## src/rtl/dds_pkg.sv

```systemverilog
package dds_pkg;
  localparam int DW    = 32;
  localparam int NLANE = DW / 8;
  localparam int LW    = $clog2(NLANE);

  // control word bit positions decoded by the debug port
  localparam int B_EN    = 17;
  localparam int B_START = 11;
  localparam int B_ERR   = 10;
  localparam int B_RD    = 9;
  localparam int B_SZ    = 7;

  localparam logic [1:0] SZ_BYTE = 2'd0;
  localparam logic [1:0] SZ_HALF = 2'd1;
  localparam logic [1:0] SZ_WORD = 2'd2;

  localparam logic [1:0] ST_OK      = 2'd0;
  localparam logic [1:0] ST_DEVERR  = 2'd1;
  localparam logic [1:0] ST_TIMEOUT = 2'd2;

  typedef enum logic [3:0] {
    PH_IDLE, PH_SEL_A, PH_ADDR, PH_SEL_D, PH_WDATA, PH_SEL_C, PH_GO,
    PH_POLL, PH_SEL_RD, PH_RDATA, PH_SEL_CLR, PH_CLR
  } phase_e;
endpackage

```

## src/rtl/dds_lanes.sv

```systemverilog
module dds_lanes import dds_pkg::*; (
  input  logic [1:0]    size,
  input  logic [LW-1:0] addr_lo,
  input  logic [DW-1:0] wr_in,
  output logic [DW-1:0] wr_out,
  input  logic [DW-1:0] rd_in,
  output logic [DW-1:0] rd_out
);
  localparam int HW = DW / 2;

  for (genvar g = 0; g < NLANE; g++) begin : g_wlane
    always_comb begin
      case (size)
        SZ_BYTE: wr_out[8*g +: 8] = wr_in[7:0];
        SZ_HALF: wr_out[8*g +: 8] = wr_in[8*(g % 2) +: 8];
        default: wr_out[8*g +: 8] = wr_in[8*g +: 8];
      endcase
    end
  end

  logic [7:0]    byte_pick;
  logic [HW-1:0] half_pick;

  always_comb begin
    byte_pick = rd_in[8*addr_lo +: 8];
    half_pick = addr_lo[LW-1] ? rd_in[DW-1:HW] : rd_in[HW-1:0];
    case (size)
      SZ_BYTE: rd_out = DW'(byte_pick);
      SZ_HALF: rd_out = DW'(half_pick);
      default: rd_out = rd_in;
    endcase
  end
endmodule

```

## src/rtl/dds_timeout.sv

```systemverilog
module dds_timeout #(
  parameter int LIMIT = 100_000_000
) (
  input  logic clk,
  input  logic rst,
  input  logic clr,
  input  logic en,
  output logic expired
);
  localparam int TW = $clog2(LIMIT + 1);
  logic [TW-1:0] cnt;

  assign expired = (cnt >= TW'(LIMIT));

  always_ff @(posedge clk) begin
    if (rst || clr)          cnt <= '0;
    else if (en && !expired) cnt <= cnt + 1'b1;
  end

  AST_TMR_SATURATES: assert property (@(posedge clk) disable iff (rst)
    cnt <= TW'(LIMIT));
  AST_TMR_RISE_NEEDS_EN: assert property (@(posedge clk) disable iff (rst)
    $rose(expired) |-> $past(en));
endmodule

```

## src/rtl/dds_retry_ctr.sv

```systemverilog
module dds_retry_ctr #(
  parameter int MAX_RETRY = 10
) (
  input  logic clk,
  input  logic rst,
  input  logic load,
  input  logic dec,
  output logic has_left
);
  localparam int RW = $clog2(MAX_RETRY + 2);
  logic [RW-1:0] left;

  assign has_left = (left != '0);

  always_ff @(posedge clk) begin
    if (rst)                   left <= '0;
    else if (load)             left <= RW'(MAX_RETRY);
    else if (dec && has_left)  left <= left - 1'b1;
  end

  AST_RETRY_NO_UNDERFLOW: assert property (@(posedge clk) disable iff (rst)
    dec |-> has_left);
  AST_RETRY_BOUND: assert property (@(posedge clk) disable iff (rst)
    left <= RW'(MAX_RETRY));
endmodule

```

## src/rtl/dbg_dma_seq.sv

```systemverilog
module dbg_dma_seq import dds_pkg::*; #(
  parameter int              AW          = 32,
  parameter int              IRW         = 5,
  parameter logic [IRW-1:0]  IR_ADDR     = 5'h08,
  parameter logic [IRW-1:0]  IR_DATA     = 5'h09,
  parameter logic [IRW-1:0]  IR_CTRL     = 5'h0A,
  parameter logic [31:0]     CTRL_BASE   = 32'h0000_C000,
  parameter int              TIMEOUT_CYC = 100_000_000,
  parameter int              MAX_RETRY   = 10
) (
  input  logic          clk,
  input  logic          rst,
  input  logic          req_valid,
  output logic          req_ready,
  input  logic [AW-1:0] req_addr,
  input  logic [1:0]    req_size,
  input  logic          req_write,
  input  logic [DW-1:0] req_wdata,
  output logic          rsp_valid,
  output logic [1:0]    rsp_status,
  output logic [DW-1:0] rsp_rdata,
  output logic          scan_req,
  output logic          scan_is_sel,
  output logic [DW-1:0] scan_wdata,
  input  logic          scan_ack,
  input  logic [DW-1:0] scan_rdata
);
  localparam logic [DW-1:0] EN_MASK    = DW'(1) << B_EN;
  localparam logic [DW-1:0] START_MASK = DW'(1) << B_START;
  localparam logic [DW-1:0] RD_MASK    = DW'(1) << B_RD;
  localparam logic [DW-1:0] BASE_WORD  = DW'(CTRL_BASE);

  phase_e        state;
  logic [AW-1:0] addr_q;
  logic [1:0]    size_q;
  logic          write_q;
  logic [DW-1:0] wdata_q;
  logic [DW-1:0] rd_raw;
  logic [DW-1:0] wr_lanes, rd_ext;
  logic          ph_sel;
  logic [DW-1:0] ph_word;
  logic          accept, acked;
  logic          tmo_clr, tmo_en, tmo_exp;
  logic          rty_dec, rty_has;

  assign accept = req_valid && req_ready;
  assign acked  = scan_req && scan_ack;

  dds_lanes u_lanes (
    .size    (size_q),
    .addr_lo (addr_q[LW-1:0]),
    .wr_in   (wdata_q),
    .wr_out  (wr_lanes),
    .rd_in   (rd_raw),
    .rd_out  (rd_ext)
  );

  assign tmo_clr = (state == PH_GO) && acked;
  assign tmo_en  = (state == PH_POLL);

  dds_timeout #(.LIMIT(TIMEOUT_CYC)) u_tmo (
    .clk     (clk),
    .rst     (rst),
    .clr     (tmo_clr),
    .en      (tmo_en),
    .expired (tmo_exp)
  );

  assign rty_dec = (state == PH_CLR) && acked && scan_rdata[B_ERR] && rty_has;

  dds_retry_ctr #(.MAX_RETRY(MAX_RETRY)) u_rty (
    .clk      (clk),
    .rst      (rst),
    .load     (accept),
    .dec      (rty_dec),
    .has_left (rty_has)
  );

  // what the current phase puts on the scan port
  always_comb begin
    ph_sel  = 1'b0;
    ph_word = '0;
    case (state)
      PH_SEL_A: begin ph_sel = 1'b1; ph_word = DW'(IR_ADDR); end
      PH_ADDR:  ph_word = DW'(addr_q);
      PH_SEL_D, PH_SEL_RD: begin ph_sel = 1'b1; ph_word = DW'(IR_DATA); end
      PH_WDATA: ph_word = wr_lanes;
      PH_SEL_C, PH_SEL_CLR: begin ph_sel = 1'b1; ph_word = DW'(IR_CTRL); end
      PH_GO:    ph_word = BASE_WORD | EN_MASK | START_MASK |
                          (DW'(size_q) << B_SZ) | (write_q ? '0 : RD_MASK);
      PH_POLL:  ph_word = BASE_WORD | EN_MASK;
      PH_CLR:   ph_word = BASE_WORD;
      default:  ph_word = '0;
    endcase
  end

  always_ff @(posedge clk) begin
    if (rst) begin
      state       <= PH_IDLE;
      req_ready   <= 1'b1;
      rsp_valid   <= 1'b0;
      rsp_status  <= ST_OK;
      rsp_rdata   <= '0;
      scan_req    <= 1'b0;
      scan_is_sel <= 1'b0;
      scan_wdata  <= '0;
      addr_q      <= '0;
      size_q      <= SZ_WORD;
      write_q     <= 1'b0;
      wdata_q     <= '0;
      rd_raw      <= '0;
    end else begin
      rsp_valid <= 1'b0;
      if (state == PH_IDLE) begin
        if (accept) begin
          addr_q    <= req_addr;
          size_q    <= req_size;
          write_q   <= req_write;
          wdata_q   <= req_wdata;
          req_ready <= 1'b0;
          state     <= PH_SEL_A;
        end
      end else if (!scan_req) begin
        scan_req    <= 1'b1;
        scan_is_sel <= ph_sel;
        scan_wdata  <= ph_word;
      end else if (scan_ack) begin
        scan_req <= 1'b0;
        case (state)
          PH_SEL_A:   state <= PH_ADDR;
          PH_ADDR:    state <= write_q ? PH_SEL_D : PH_SEL_C;
          PH_SEL_D:   state <= PH_WDATA;
          PH_WDATA:   state <= PH_SEL_C;
          PH_SEL_C:   state <= PH_GO;
          PH_GO:      state <= PH_POLL;
          PH_POLL: begin
            if (scan_rdata[B_START]) begin
              if (tmo_exp) begin
                rsp_valid  <= 1'b1;
                rsp_status <= ST_TIMEOUT;
                rsp_rdata  <= '0;
                req_ready  <= 1'b1;
                state      <= PH_IDLE;
              end
            end else begin
              state <= write_q ? PH_SEL_CLR : PH_SEL_RD;
            end
          end
          PH_SEL_RD:  state <= PH_RDATA;
          PH_RDATA: begin
            rd_raw <= scan_rdata;
            state  <= PH_SEL_CLR;
          end
          PH_SEL_CLR: state <= PH_CLR;
          PH_CLR: begin
            if (scan_rdata[B_ERR] && rty_has) begin
              state <= PH_SEL_A;
            end else begin
              rsp_valid  <= 1'b1;
              rsp_status <= scan_rdata[B_ERR] ? ST_DEVERR : ST_OK;
              rsp_rdata  <= (scan_rdata[B_ERR] || write_q) ? '0 : rd_ext;
              req_ready  <= 1'b1;
              state      <= PH_IDLE;
            end
          end
          default:    state <= PH_IDLE;
        endcase
      end
    end
  end

  AST_SCAN_HELD: assert property (@(posedge clk) disable iff (rst)
    scan_req && !scan_ack |=> scan_req && $stable(scan_wdata) && $stable(scan_is_sel));
  AST_BUSY_AFTER_ACCEPT: assert property (@(posedge clk) disable iff (rst)
    req_valid && req_ready |=> !req_ready);
  AST_RSP_PULSE: assert property (@(posedge clk) disable iff (rst)
    rsp_valid |=> !rsp_valid);
  AST_RSP_WITH_READY: assert property (@(posedge clk) disable iff (rst)
    rsp_valid |-> req_ready);
  AST_IDLE_QUIET: assert property (@(posedge clk) disable iff (rst)
    req_ready |-> !scan_req);
  AST_TIMEOUT_CAUSE: assert property (@(posedge clk) disable iff (rst)
    rsp_valid && rsp_status == ST_TIMEOUT |-> $past(tmo_exp));
  AST_DEVERR_CAUSE: assert property (@(posedge clk) disable iff (rst)
    rsp_valid && rsp_status == ST_DEVERR |-> $past(!rty_has));
endmodule

```

## config.mk

```make
export PLATFORM = sky130hd
export DESIGN_NAME = dbg_dma_seq
export DESIGN_NICKNAME = d
export VERILOG_FILES = /design/src/rtl/dds_pkg.sv /design/src/rtl/dds_lanes.sv /design/src/rtl/dds_timeout.sv /design/src/rtl/dds_retry_ctr.sv /design/src/rtl/dbg_dma_seq.sv
export SDC_FILE = /design/constraint.sdc
export NUM_CORES = 1
export LEC_CHECK = 0
export ABC_AREA = 1
export ABC_CLOCK_PERIOD_IN_PS = 3600
export BUFFER_PORTS_ARGS = -buffer_cell sky130_fd_sc_hd__buf_2
export CORE_MARGIN = 2
export CORE_UTILIZATION = 55
export CTS_BUF_LIST = sky130_fd_sc_hd__clkbuf_4 sky130_fd_sc_hd__clkbuf_8
export CTS_CLUSTER_SIZE = 30
export DETAILED_ROUTE_END_ITERATION = 8
export HOLD_SLACK_MARGIN = 0.05
export PLACE_DENSITY = 0.81
export SLEW_MARGIN = 10
export SYNTH_ARGS = -nofsm -noshare
export SYNTH_HDL_FRONTEND = slang
export SYNTH_HIERARCHICAL = 1
export SYNTH_SLANG_ARGS = --single-unit
```

## constraint.sdc

```tcl
create_clock -name clk -period 3.6 [get_ports clk]
set_input_delay 0.18 -clock clk [delete_from_list [all_inputs] [get_ports clk]]
set_output_delay 0.18 -clock clk [all_outputs]
set_load 0.005 [all_outputs]
```

==> results of run 1 <==
area by class of cell:
cell class                 instances  area (sq um)  area share
inverter                         143           537      0.0422
clock buffer                      58           742      0.0584
sequential                       204          4090       0.321
tap                              229           287      0.0225
clock inverter                     5          57.6     0.00453
timing repair buffer             283          1950       0.153
multi-input combinational       1138          5060       0.398
layout by cell type (no fill, tap or decap), types with 3 or more instances in the layout:
cell / synthesis / routed
o21ai_0: 93 / 93
clkbuf_4: 0 / 9
inv_2: 8 / 8
dlygate4sd3_1: 0 / 100
dfxtp_1: 204 / 203
nor3_1: 6 / 6
buf_2: 28 / 171
nand3_2: 13 / 13
o211ai_1: 3 / 3
ha_1: 6 / 6
nand2_4: 3 / 3
nand3_1: 114 / 114
nand4_1: 5 / 5
nor2_4: 6 / 6
nor2_2: 9 / 10
nand2_1: 550 / 550
nand2_2: 7 / 7
a21oi_1: 144 / 144
clkbuf_8: 0 / 49
buf_4: 16 / 12
inv_1: 133 / 133
nor2_1: 164 / 163
worst max-delay path by stage:
stage	startpoint	to	cells after the start
floorplan	state[3]$_SDFFE_PP0P_	u_tmo/cnt[22]$_SDFFE_PP0P_	13
global placement	u_tmo/cnt[21]$_SDFFE_PP0P_	rsp_rdata[24]$_SDFFE_PP0P_	11
detailed placement	u_tmo/cnt[23]$_SDFFE_PP0P_	rsp_rdata[23]$_SDFFE_PP0P_	12
CTS	u_tmo/cnt[18]$_SDFFE_PP0P_	rsp_rdata[1]$_SDFFE_PP0P_	12
global route	u_tmo/cnt[20]$_SDFFE_PP0P_	rsp_rdata[1]$_SDFFE_PP0P_	12
finish	u_tmo/cnt[20]$_SDFFE_PP0P_	rsp_status[0]$_SDFFE_PP0P_	12
report_power, final:
group	switching (W)	total [W]	internal (W)	leakage [nW]
clock network	0.000941	0.00232	0.00138	0.424
registers	0.0000616	0.00239	0.00233	1.65
logic	0.000320	0.000524	0.000203	3.67
flip-flops by register name (all words and copies together) (netlist names):
name and count:
size_q 2, state 4, u_rty/left 4, addr_q 32, wdata_q 32, rsp_rdata 32, u_tmo/cnt 27, req_ready 1
scan_req 1, scan_is_sel 1, scan_wdata 32, rsp_status 2, write_q 1, rsp_valid 1, rd_raw 32
critical path, stage by stage, from the launching register on:
cell and delay [ns]:
dfxtp_1 0.42, inv_1 0.08, nor2_1 0.09, nand2_1 0.10, nor2_4 0.15, nand3_2 0.20
nand2_1 0.20, nor2_1 0.11, nor2_4 0.61, nand2_4 0.39, nand2_1 0.15, nand2_1 0.06
nor2_1 0.09
metal layers:
layer | GRT usage | part of all wire
met1 | 0.418 | 0.44
met5 | 0 | 0
met4 | 0.113 | 0.028
met2 | 0.476 | 0.46
met3 | 0.0516 | 0.078
per-stage QoR:
stage	hold WS (ns)	cells	instance area, sq um
2_1_floorplan	0.293	1578	10200
3_3_place_gp	0.405	1897	10900
3_5_place_dp	0.408	1897	10900
4_1_cts	0.0512	2060	12700
5_1_grt	0.0627	2060	12700
6_report	0.0722	2060	12700
cells by family (layout without fill, tap and decap cells):
| family | count (synthesis) | count (layout) |
|---|---|---|
| AO/OA/AOI/OAI | 247 | 247 |
| XOR/XNOR | 1 | 1 |
| AND/OR/NAND/NOR | 884 | 884 |
| flip-flops | 204 | 204 |
| adder cells (fa/ha/maj) | 6 | 6 |
| buffers and inverters | 236 | 489 |
repair_timing:
action                                  in CTS  in global routing
setup buffers                                0                  0
resized for setup                            0                  0
hold buffers                               100                  0
endpoints found under the setup margin       0                  0
endpoints found under the hold margin      101                  0
==> impl_metrics.ini, run 1 <==
[run_status]
status = complete, no violations

[min_path]
min_to = rsp_rdata[13]$_SDFFE_PP0P_
holdCritStartpoint = rst
hold_depth = 2
hold_path_class = in2reg

[worst_setup_path]
r2r_cells = 12
r2r-start = u_tmo/cnt[20]$_SDFFE_PP0P_
critPathKind = reg2reg
worstPathRequired_ns = 4.05
cp-start-kind = flop
r2r_setup_slack_ns = 0.88
cp_max_fo = 35
end_kind = flop
rr_endpoint = rsp_status[0]$_SDFFE_PP0P_
arrival_ns = 3.17

[detailed_routing]
drc = 0
wl_per_cell_um = 14.8
final_antenna_net_count = 0
vias = 11100
avgViaCountPerCell = 5.37
drtIter0Drc = 1030
routed_wl_um = 30600
drtPass1Iterations = 6

[synth]
yosys-mux-area-fraction = 0
synth_cells = 1578
yosysMostFrequentCell = nand2_1
syn_area_per_cell_sq_um = 6.43
synth.distinct_cells = 35
synth_xor_area_frac = 0.000863
syn_area_sq_mm = 0.0102
synth_area_leaders = dfxtp_1 40%, nand2_1 20%, a21oi_1 7.1%, nor2_1 6.1%, nand3_1 5.6%
syn_nets = 1687
synthAdderAreaFrac = 0.00740
synth-simple-area-share = 0.365
synth_top_family_by_area = simple AND/OR/NAND/NOR gates
synth_common_cells = 550 x nand2_1, 204 x dfxtp_1, 164 x nor2_1
synth_top_area_share = 0.402
synth_seq_cells = 204
yosysWarnings = 6
async_flop_share = 0
synth_edf_count = 0
yosysSeqAreaShare = 0.402
synth_compound_area_frac = 0.124
synth_top_area_cell = dfxtp_1
synth_ff_type = dfxtp_1

[pwr]
p_per_area_mw_per_mm2 = 412
p_leak_nw = 5.75
peakVddDrop_mv = 0.312
power_w = 0.00523

[die]
die_h_um = 140
placementRows = 49
die_area_sq_mm = 0.0196
coreArea_sq_mm = 0.0180
pin_count = 173
die_x_um = 140
start_util = 0.563

[clocking]
clkTransAtPathRegs_ns = 0.06
cts_buffers = 36
h-tree-depth = 2
cts_tree = yes
cts_root_buf = clkbuf_8
cts.sinks = 204
clockBufferDepth = 3
clock_latency_ns = 0.52

[place]
pre_cts_ws_ns = 0.987
io_buffers = 172
dp_hpwl_um = 19400
gp_congestion = 0.933

[timing]
setup_viol = 0
drv_slew = 0
fin_crit_ns = 2.72
finClkSkew_ns = 0.0195
min_period_over_period = 0.757
rsz0062_at_grt = no
fmax_mhz = 367
hold_violations = 0
setup_tns_ns = 0
slew_headroom = 0.227
tightest_slew_ns = 1.16
layout_setup_ws_ns = 0.876

[global_routing]
first_global_vias = 10200
grt_max_degree = 77
grt-ovfl-total = 0
antenna_found_initial = 0
grt_usage = 0.302
grt_pass1_wl_um = 49300

[finish]
final_util = 0.705
n_antenna_cell = 0
nNetsFinal = 1915
area_growth_pct = 25.2
drive_above_1_share = 0.163
fill_cells = 1484

[run]
cap_violations = 0
No activity file was read; power rests on OpenSTA's default activity.
==> run 2: changes to the inputs <==
--- a/config.mk
+++ b/config.mk
@@ -5,8 +5,8 @@
 export SDC_FILE = /design/constraint.sdc
 export NUM_CORES = 1
 export LEC_CHECK = 0
-export ABC_AREA = 1
-export ABC_CLOCK_PERIOD_IN_PS = 3600
+export ABC_AREA = 0
+export ABC_CLOCK_PERIOD_IN_PS = 2800
 export BUFFER_PORTS_ARGS = -buffer_cell sky130_fd_sc_hd__buf_2
 export CORE_MARGIN = 2
 export CORE_UTILIZATION = 55
@@ -14,7 +14,7 @@
 export CTS_CLUSTER_SIZE = 30
 export DETAILED_ROUTE_END_ITERATION = 8
 export HOLD_SLACK_MARGIN = 0.05
-export PLACE_DENSITY = 0.81
+export PLACE_DENSITY = 0.82
 export SLEW_MARGIN = 10
 export SYNTH_ARGS = -nofsm -noshare
 export SYNTH_HDL_FRONTEND = slang
==> constraint.sdc (replaced) <==
create_clock -name clk -period 2.8 [get_ports clk]
set_input_delay 0.14 -clock clk [delete_from_list [all_inputs] [get_ports clk]]
set_output_delay 0.14 -clock clk [all_outputs]
set_load 0.005 [all_outputs]
==> run 2 against run 1 <==
Die area decreased by 8.3%. Routed wire length decreased by 6.2%. Critical endpoint is now write_q$_SDFFE_PP0P_. Critical path type unchanged. Flip-flop and latch count unchanged.
==> impl_metrics.ini, run 2 <==
[synth]
yosysWarnings = 6
syn_nets = 1204
syn_area_sq_mm = 0.00929
async_flop_share = 0
syn_area_per_cell_sq_um = 8.48
synth_area_leaders = dfxtp_1 44%, nand2_1 10%, a21oi_1 7.2%, a22o_1 5.9%, mux2i_1 2.6%
yosysSeqAreaShare = 0.440
synth_common_cells = 252 x nand2_1, 204 x dfxtp_1, 133 x a21oi_1
synth_cells = 1095
synth_seq_cells = 204
synth.distinct_cells = 73
synth_top_area_cell = dfxtp_1
synth_top_area_share = 0.440
synth_edf_count = 0
synth_ff_type = dfxtp_1
yosysMostFrequentCell = nand2_1

[timing]
setup_tns_ns = 0
setup_viol = 0
slew_headroom = 0.389
min_period_over_period = 0.926
drv_slew = 0
fin_crit_ns = 2.59
hold_violations = 0
layout_setup_ws_ns = 0.208
fmax_mhz = 386
hold_ws_ns = 0.397
finClkSkew_ns = 0.0422
rsz0062_at_grt = no
tightest_slew_ns = 0.913

[clocking]
clock_latency_ns = 0.54
h-tree-depth = 2
cts.sinks = 204
clkTransAtPathRegs_ns = 0.07
cts_tree = yes
cts_buffers = 34
cts_root_buf = clkbuf_8
post_cts_buffers = 0
clockBufferDepth = 3
post_cts_resized = 0

[run]
cap_violations = 0

[worst_setup_path]
critPathTopFamily = buffers and inverters
cp_max_fo = 67
cpPeakStageDelay_ns = 0.66
r2r_cells = 7
worstPathRequired_ns = 3.25
cp.depth = 7
worst-path-buf-inv = 3
end_kind = flop
timing.critical_path.mode_cell = buf_4
cp-start-kind = flop
critPathKind = reg2reg
arrival_ns = 3.04
crit_chain = buf_4, nor3b_4, nand3_2, buf_4, nand2_1, a21oi_1, dlygate4sd3_1
slowest_stage = dfxtp_1

[pwr]
power.internal_w = 0.00476
swShare = 0.258
p_per_area_mw_per_mm2 = 538
seqPwrFrac = 0.477
peakVddDrop_mv = 0.300
net-switching-power_w = 0.00165
clockPowerShare = 0.416
p_leak_nw = 4.81
combPwrFrac = 0.106

[finish]
final_common_cell = nand2_1
drive_above_1_share = 0.218
area_growth_pct = 28.2
final_cell_mix = 252 x nand2_1, 203 x dfxtp_1, 171 x buf_2, 133 x a21oi_1, 109 x dlygate4sd3_1
nNetsFinal = 1456
fill_cells = 1207
final_util = 0.721

[detailed_routing]
drtPass1Iterations = 6
final_antenna_net_count = 0
drc = 0
vias = 9429
avgViaCountPerCell = 5.93
drtIter0Drc = 923
wl_per_cell_um = 18.0
routed_wl_um = 28700

[die]
placementRows = 47
die_x_um = 134
coreArea_sq_mm = 0.0165
start_util = 0.562
pin_count = 173
die_area_sq_mm = 0.0179
die_h_um = 134

[min_path]
hold_depth = 4
hold_path_class = in2reg

[place]
io_buffers = 172
pre_cts_ws_ns = 0.256
dp_hpwl_um = 17000
gp_congestion = 0.897

[global_routing]
first_global_vias = 8937
grt_max_degree = 124
grt_pass1_wl_um = 45400
grt_usage = 0.312
antenna_found_initial = 0
grt-ovfl-total = 0

[run_status]
status = complete, no violations
==> run 2: changes by cell type in the layout (fill, tap and decap cells not counted), moves of 27 or more <==
cell	change
nand2_1	-298
inv_1	-117
nand3_1	-106
nor2_1	-100
o21ai_0	-74
a22o_1	+63
a22oi_1	+27
==> run 2: logic make-up (layout without fill, tap and decap cells) <==
logic type               Yosys count  after routing  synth area share
multiplexers                      40             40            0.0453
AO/OA/AOI/OAI                    308            308             0.226
adder cells (fa/ha/maj)            6              6           0.00808
AND/OR/NAND/NOR                  426            426             0.213
flip-flops                       204            204             0.440
buffers and inverters            108            382            0.0653
XOR/XNOR                           3              3           0.00283
other                              0              1                 0
==> run 2: worst paths after layout <==
kind                                         startpoint                       to  slack (ns)
worst max-delay path              state[0]$_SDFFE_PP0P_     write_q$_SDFFE_PP0P_        0.21
worst min register to register  addr_q[26]$_SDFFE_PP0P_  addr_q[26]$_SDFFE_PP0P_        0.45
worst max register to register    state[0]$_SDFFE_PP0P_     write_q$_SDFFE_PP0P_        0.21
worst min-delay path                      scan_rdata[7]   rd_raw[7]$_SDFFE_PP0P_        0.40
==> run 2: repair_timing <==
action,CTS,global route
hold buffers,109,0
hold endpoints to repair,110,0
endpoints found under the setup margin,0,1
==> run 2: through the flow <==
stage	instance area [sq um]	total power [W]	std cells
final	11900	0.00641	1590
after global routing	11900	0.00664	1589
after CTS	11900	0.00639	1589
after detailed placement	10100	0.00365	1422
after global placement	10100	0.00364	1422
after floorplan	9290	0.00347	1095
==> run 2: power groups by stage <==
stage                     combinational (W)  clock (W)  sequential, W
after floorplan                    0.000392          0        0.00308
after global placement             0.000523          0        0.00311
after detailed placement           0.000533          0        0.00312
after CTS                          0.000655    0.00268        0.00305
after global routing               0.000733    0.00284        0.00307
final                              0.000682    0.00267        0.00306
==> run 2: worst min-delay path, delay by kind of cell <==
kind | cells | cell delay, ns
buffers and inverters | 2 | 0.65
AND/OR/NAND/NOR | 1 | 0.05
AO/OA/AOI/OAI | 1 | 0.05
==> run 2: layout make-up <==
| type | instances | area, sq um | area share |
|---|---|---|---|
| Multi-Input combinational cell | 783 | 4610 | 0.387 |
| Sequential cell | 204 | 4090 | 0.343 |
| Timing Repair Buffer | 307 | 2190 | 0.184 |
| Clock buffer | 53 | 648 | 0.0544 |
| Tap cell | 220 | 275 | 0.0231 |
| Inverter | 17 | 63.8 | 0.00536 |
| Clock inverter | 5 | 33.8 | 0.00284 |
| Antenna cell | 1 | 2.50 | 0.000210 |
==> run 2: layer usage <==
metal,GRT usage,vias up,part of all wire
met5,0,-,0
met4,0.160,0,0.051
met3,0.0529,135,0.076
met2,0.511,483,0.47
met1,0.398,4432,0.40
li1,-,4379,-
==> run 3: changes to the inputs <==
--- a/config.mk
+++ b/config.mk
@@ -14,7 +14,7 @@
 export CTS_CLUSTER_SIZE = 30
 export DETAILED_ROUTE_END_ITERATION = 8
 export HOLD_SLACK_MARGIN = 0.05
-export PLACE_DENSITY = 0.82
+export PLACE_DENSITY = 0.77
 export SLEW_MARGIN = 10
 export SYNTH_ARGS = -nofsm -noshare
 export SYNTH_HDL_FRONTEND = slang
==> run 3 against run 2 <==
Clock power rose by 5%. Non-clock buffer count fell by 9. Sequential power barely moved. Sequential share of layout area rose by 0.13 points. First-iteration DRC count fell by 15%. Count of clock-buffer cells in the layout did not move. Total power rose by 1.8%. Register-to-register slack improved by 0.10 ns. Clock skew fell by 0.013 ns. Via count fell by 3.3%. Fmax rose by 4.1%. Largest cell class unchanged.
==> impl_metrics.ini, run 3 (synthesis gave the netlist of run 2 again) <==
[run_status]
status = complete, no violations

[detailed_routing]
final_antenna_net_count = 0
wl_per_cell_um = 17.2
drc = 0
avgViaCountPerCell = 5.76
drtIter0Drc = 789
routed_wl_um = 27300
vias = 9122
drtPass1Iterations = 7

[timing]
min_period_over_period = 0.889
setup_tns_ns = 0
drv_slew = 0
rsz0062_at_grt = no
layout_setup_ws_ns = 0.311
slew_headroom = 0.422
fmax_mhz = 402
finClkSkew_ns = 0.0293
hold_violations = 0
setup_viol = 0
tightest_slew_ns = 0.864
fin_crit_ns = 2.49

[global_routing]
grt-ovfl-total = 0
grt_pass1_wl_um = 42300
antenna_found_initial = 1
first_global_vias = 8446
grt_usage = 0.290
grt_max_degree = 72

[run]
cap_violations = 0

[die]
start_util = 0.562
coreArea_sq_mm = 0.0165
pin_count = 173
die_h_um = 134
die_x_um = 134
placementRows = 47
die_area_sq_mm = 0.0179

[pwr]
p_per_area_mw_per_mm2 = 550
peakVddDrop_mv = 0.360
p_leak_nw = 4.77

[clocking]
h-tree-depth = 2
cts_buffers = 36
cts.sinks = 204
cts_tree = yes
cts_root_buf = clkbuf_8
clkTransAtPathRegs_ns = 0.06
clockBufferDepth = 3
clock_latency_ns = 0.51

[worst_setup_path]
cp_max_fo = 32
crit_chain = and4_1, o32a_4, nand2_1, o211ai_1, nand2_1, a211o_1, nor2_4, a22o_1
r2r-start = u_tmo/cnt[15]$_SDFFE_PP0P_
worstPathRequired_ns = 3.25
end_kind = flop
worst-path-buf-inv = 0
cpPeakStageDelay_ns = 0.59
arrival_ns = 2.94
startpoint = u_tmo/cnt[15]$_SDFFE_PP0P_
timing.critical_path.mode_cell = nand2_1
cp-start-kind = flop
slowest_stage = nor2_4
critPathTopFamily = simple AND/OR/NAND/NOR gates
critPathKind = reg2reg

[place]
place_inst = 1421
pre_cts_ws_ns = 0.261
gp_congestion = 0.875
io_buffers = 172
dp_hpwl_um = 16700
placed_area_sq_mm = 0.0101

[finish]
drive_above_1_share = 0.220
final_util = 0.718
final_cell_area_sq_mm = 0.0119
final_cell_mix = 252 x nand2_1, 203 x dfxtp_1, 171 x buf_2, 133 x a21oi_1, 101 x dlygate4sd3_1
nNetsFinal = 1449
area_growth_pct = 27.7
final_common_cell = nand2_1
stdcell_count = 1583

[min_path]
hold_path_class = in2reg
holdCritStartpoint = rst
[run 3: cell count changes in the layout (fill, tap and decap cells not counted), sizes merged]
| cell | delta |
|---|---|
| dlygate4sd3 | -8 |
| clkinv | +2 |
| buf | -1 |
| bufinv | +1 |
| inv | -1 |
[run 3: where the power goes]
| part | internal [W] | switching, W |
|---|---|---|
| Combinational | 0.000294 | 0.000364 |
| Sequential | 0.00298 | 0.0000796 |
| Clock | 0.00161 | 0.00120 |
[run 3: final timing paths]
kind | end | slack, ns | depth (start not counted)
worst max-delay path | rsp_rdata[31]$_SDFFE_PP0P_ | 0.31 | 8
worst min-delay path | scan_wdata[17]$_SDFFE_PP0P_ | 0.08 | 2
worst max register to register | rsp_rdata[31]$_SDFFE_PP0P_ | 0.31 | 8
worst min register to register | addr_q[8]$_SDFFE_PP0P_ | 0.45 | 2
[run 3: final cells by class]
class	count	area (sq um)
multi-input combinational	783	4620
fill	1269	4660
clock buffer	53	667
tap	220	275
inverter	17	63.8
clock inverter	7	65.1
sequential	204	4090
antenna	1	2.50
timing repair buffer	298	2090
[run 3: layer usage]
metal / share of wire / GRT usage
met2: 0.46 / 0.468
met1: 0.43 / 0.379
met4: 0.044 / 0.142
met5: 0 / 0
met3: 0.067 / 0.0480
[run 3: timing repair]
| action | in CTS | in global routing |
|---|---|---|
| endpoints found under the hold margin | 102 | 0 |
| hold buffers | 101 | 0 |
| resized for setup | 0 | 1 |
| endpoints found under the setup margin | 0 | 15 |
| setup buffers | 0 | 0 |
[run 3: through the flow]
stage | hold slack, ns | total power [W]
after floorplan | 0.209 | 0.00347
after global placement | 0.383 | 0.00364
after detailed placement | 0.381 | 0.00364
after CTS | 0.0601 | 0.00654
after global routing | 0.0842 | 0.00676
final | 0.0781 | 0.00653
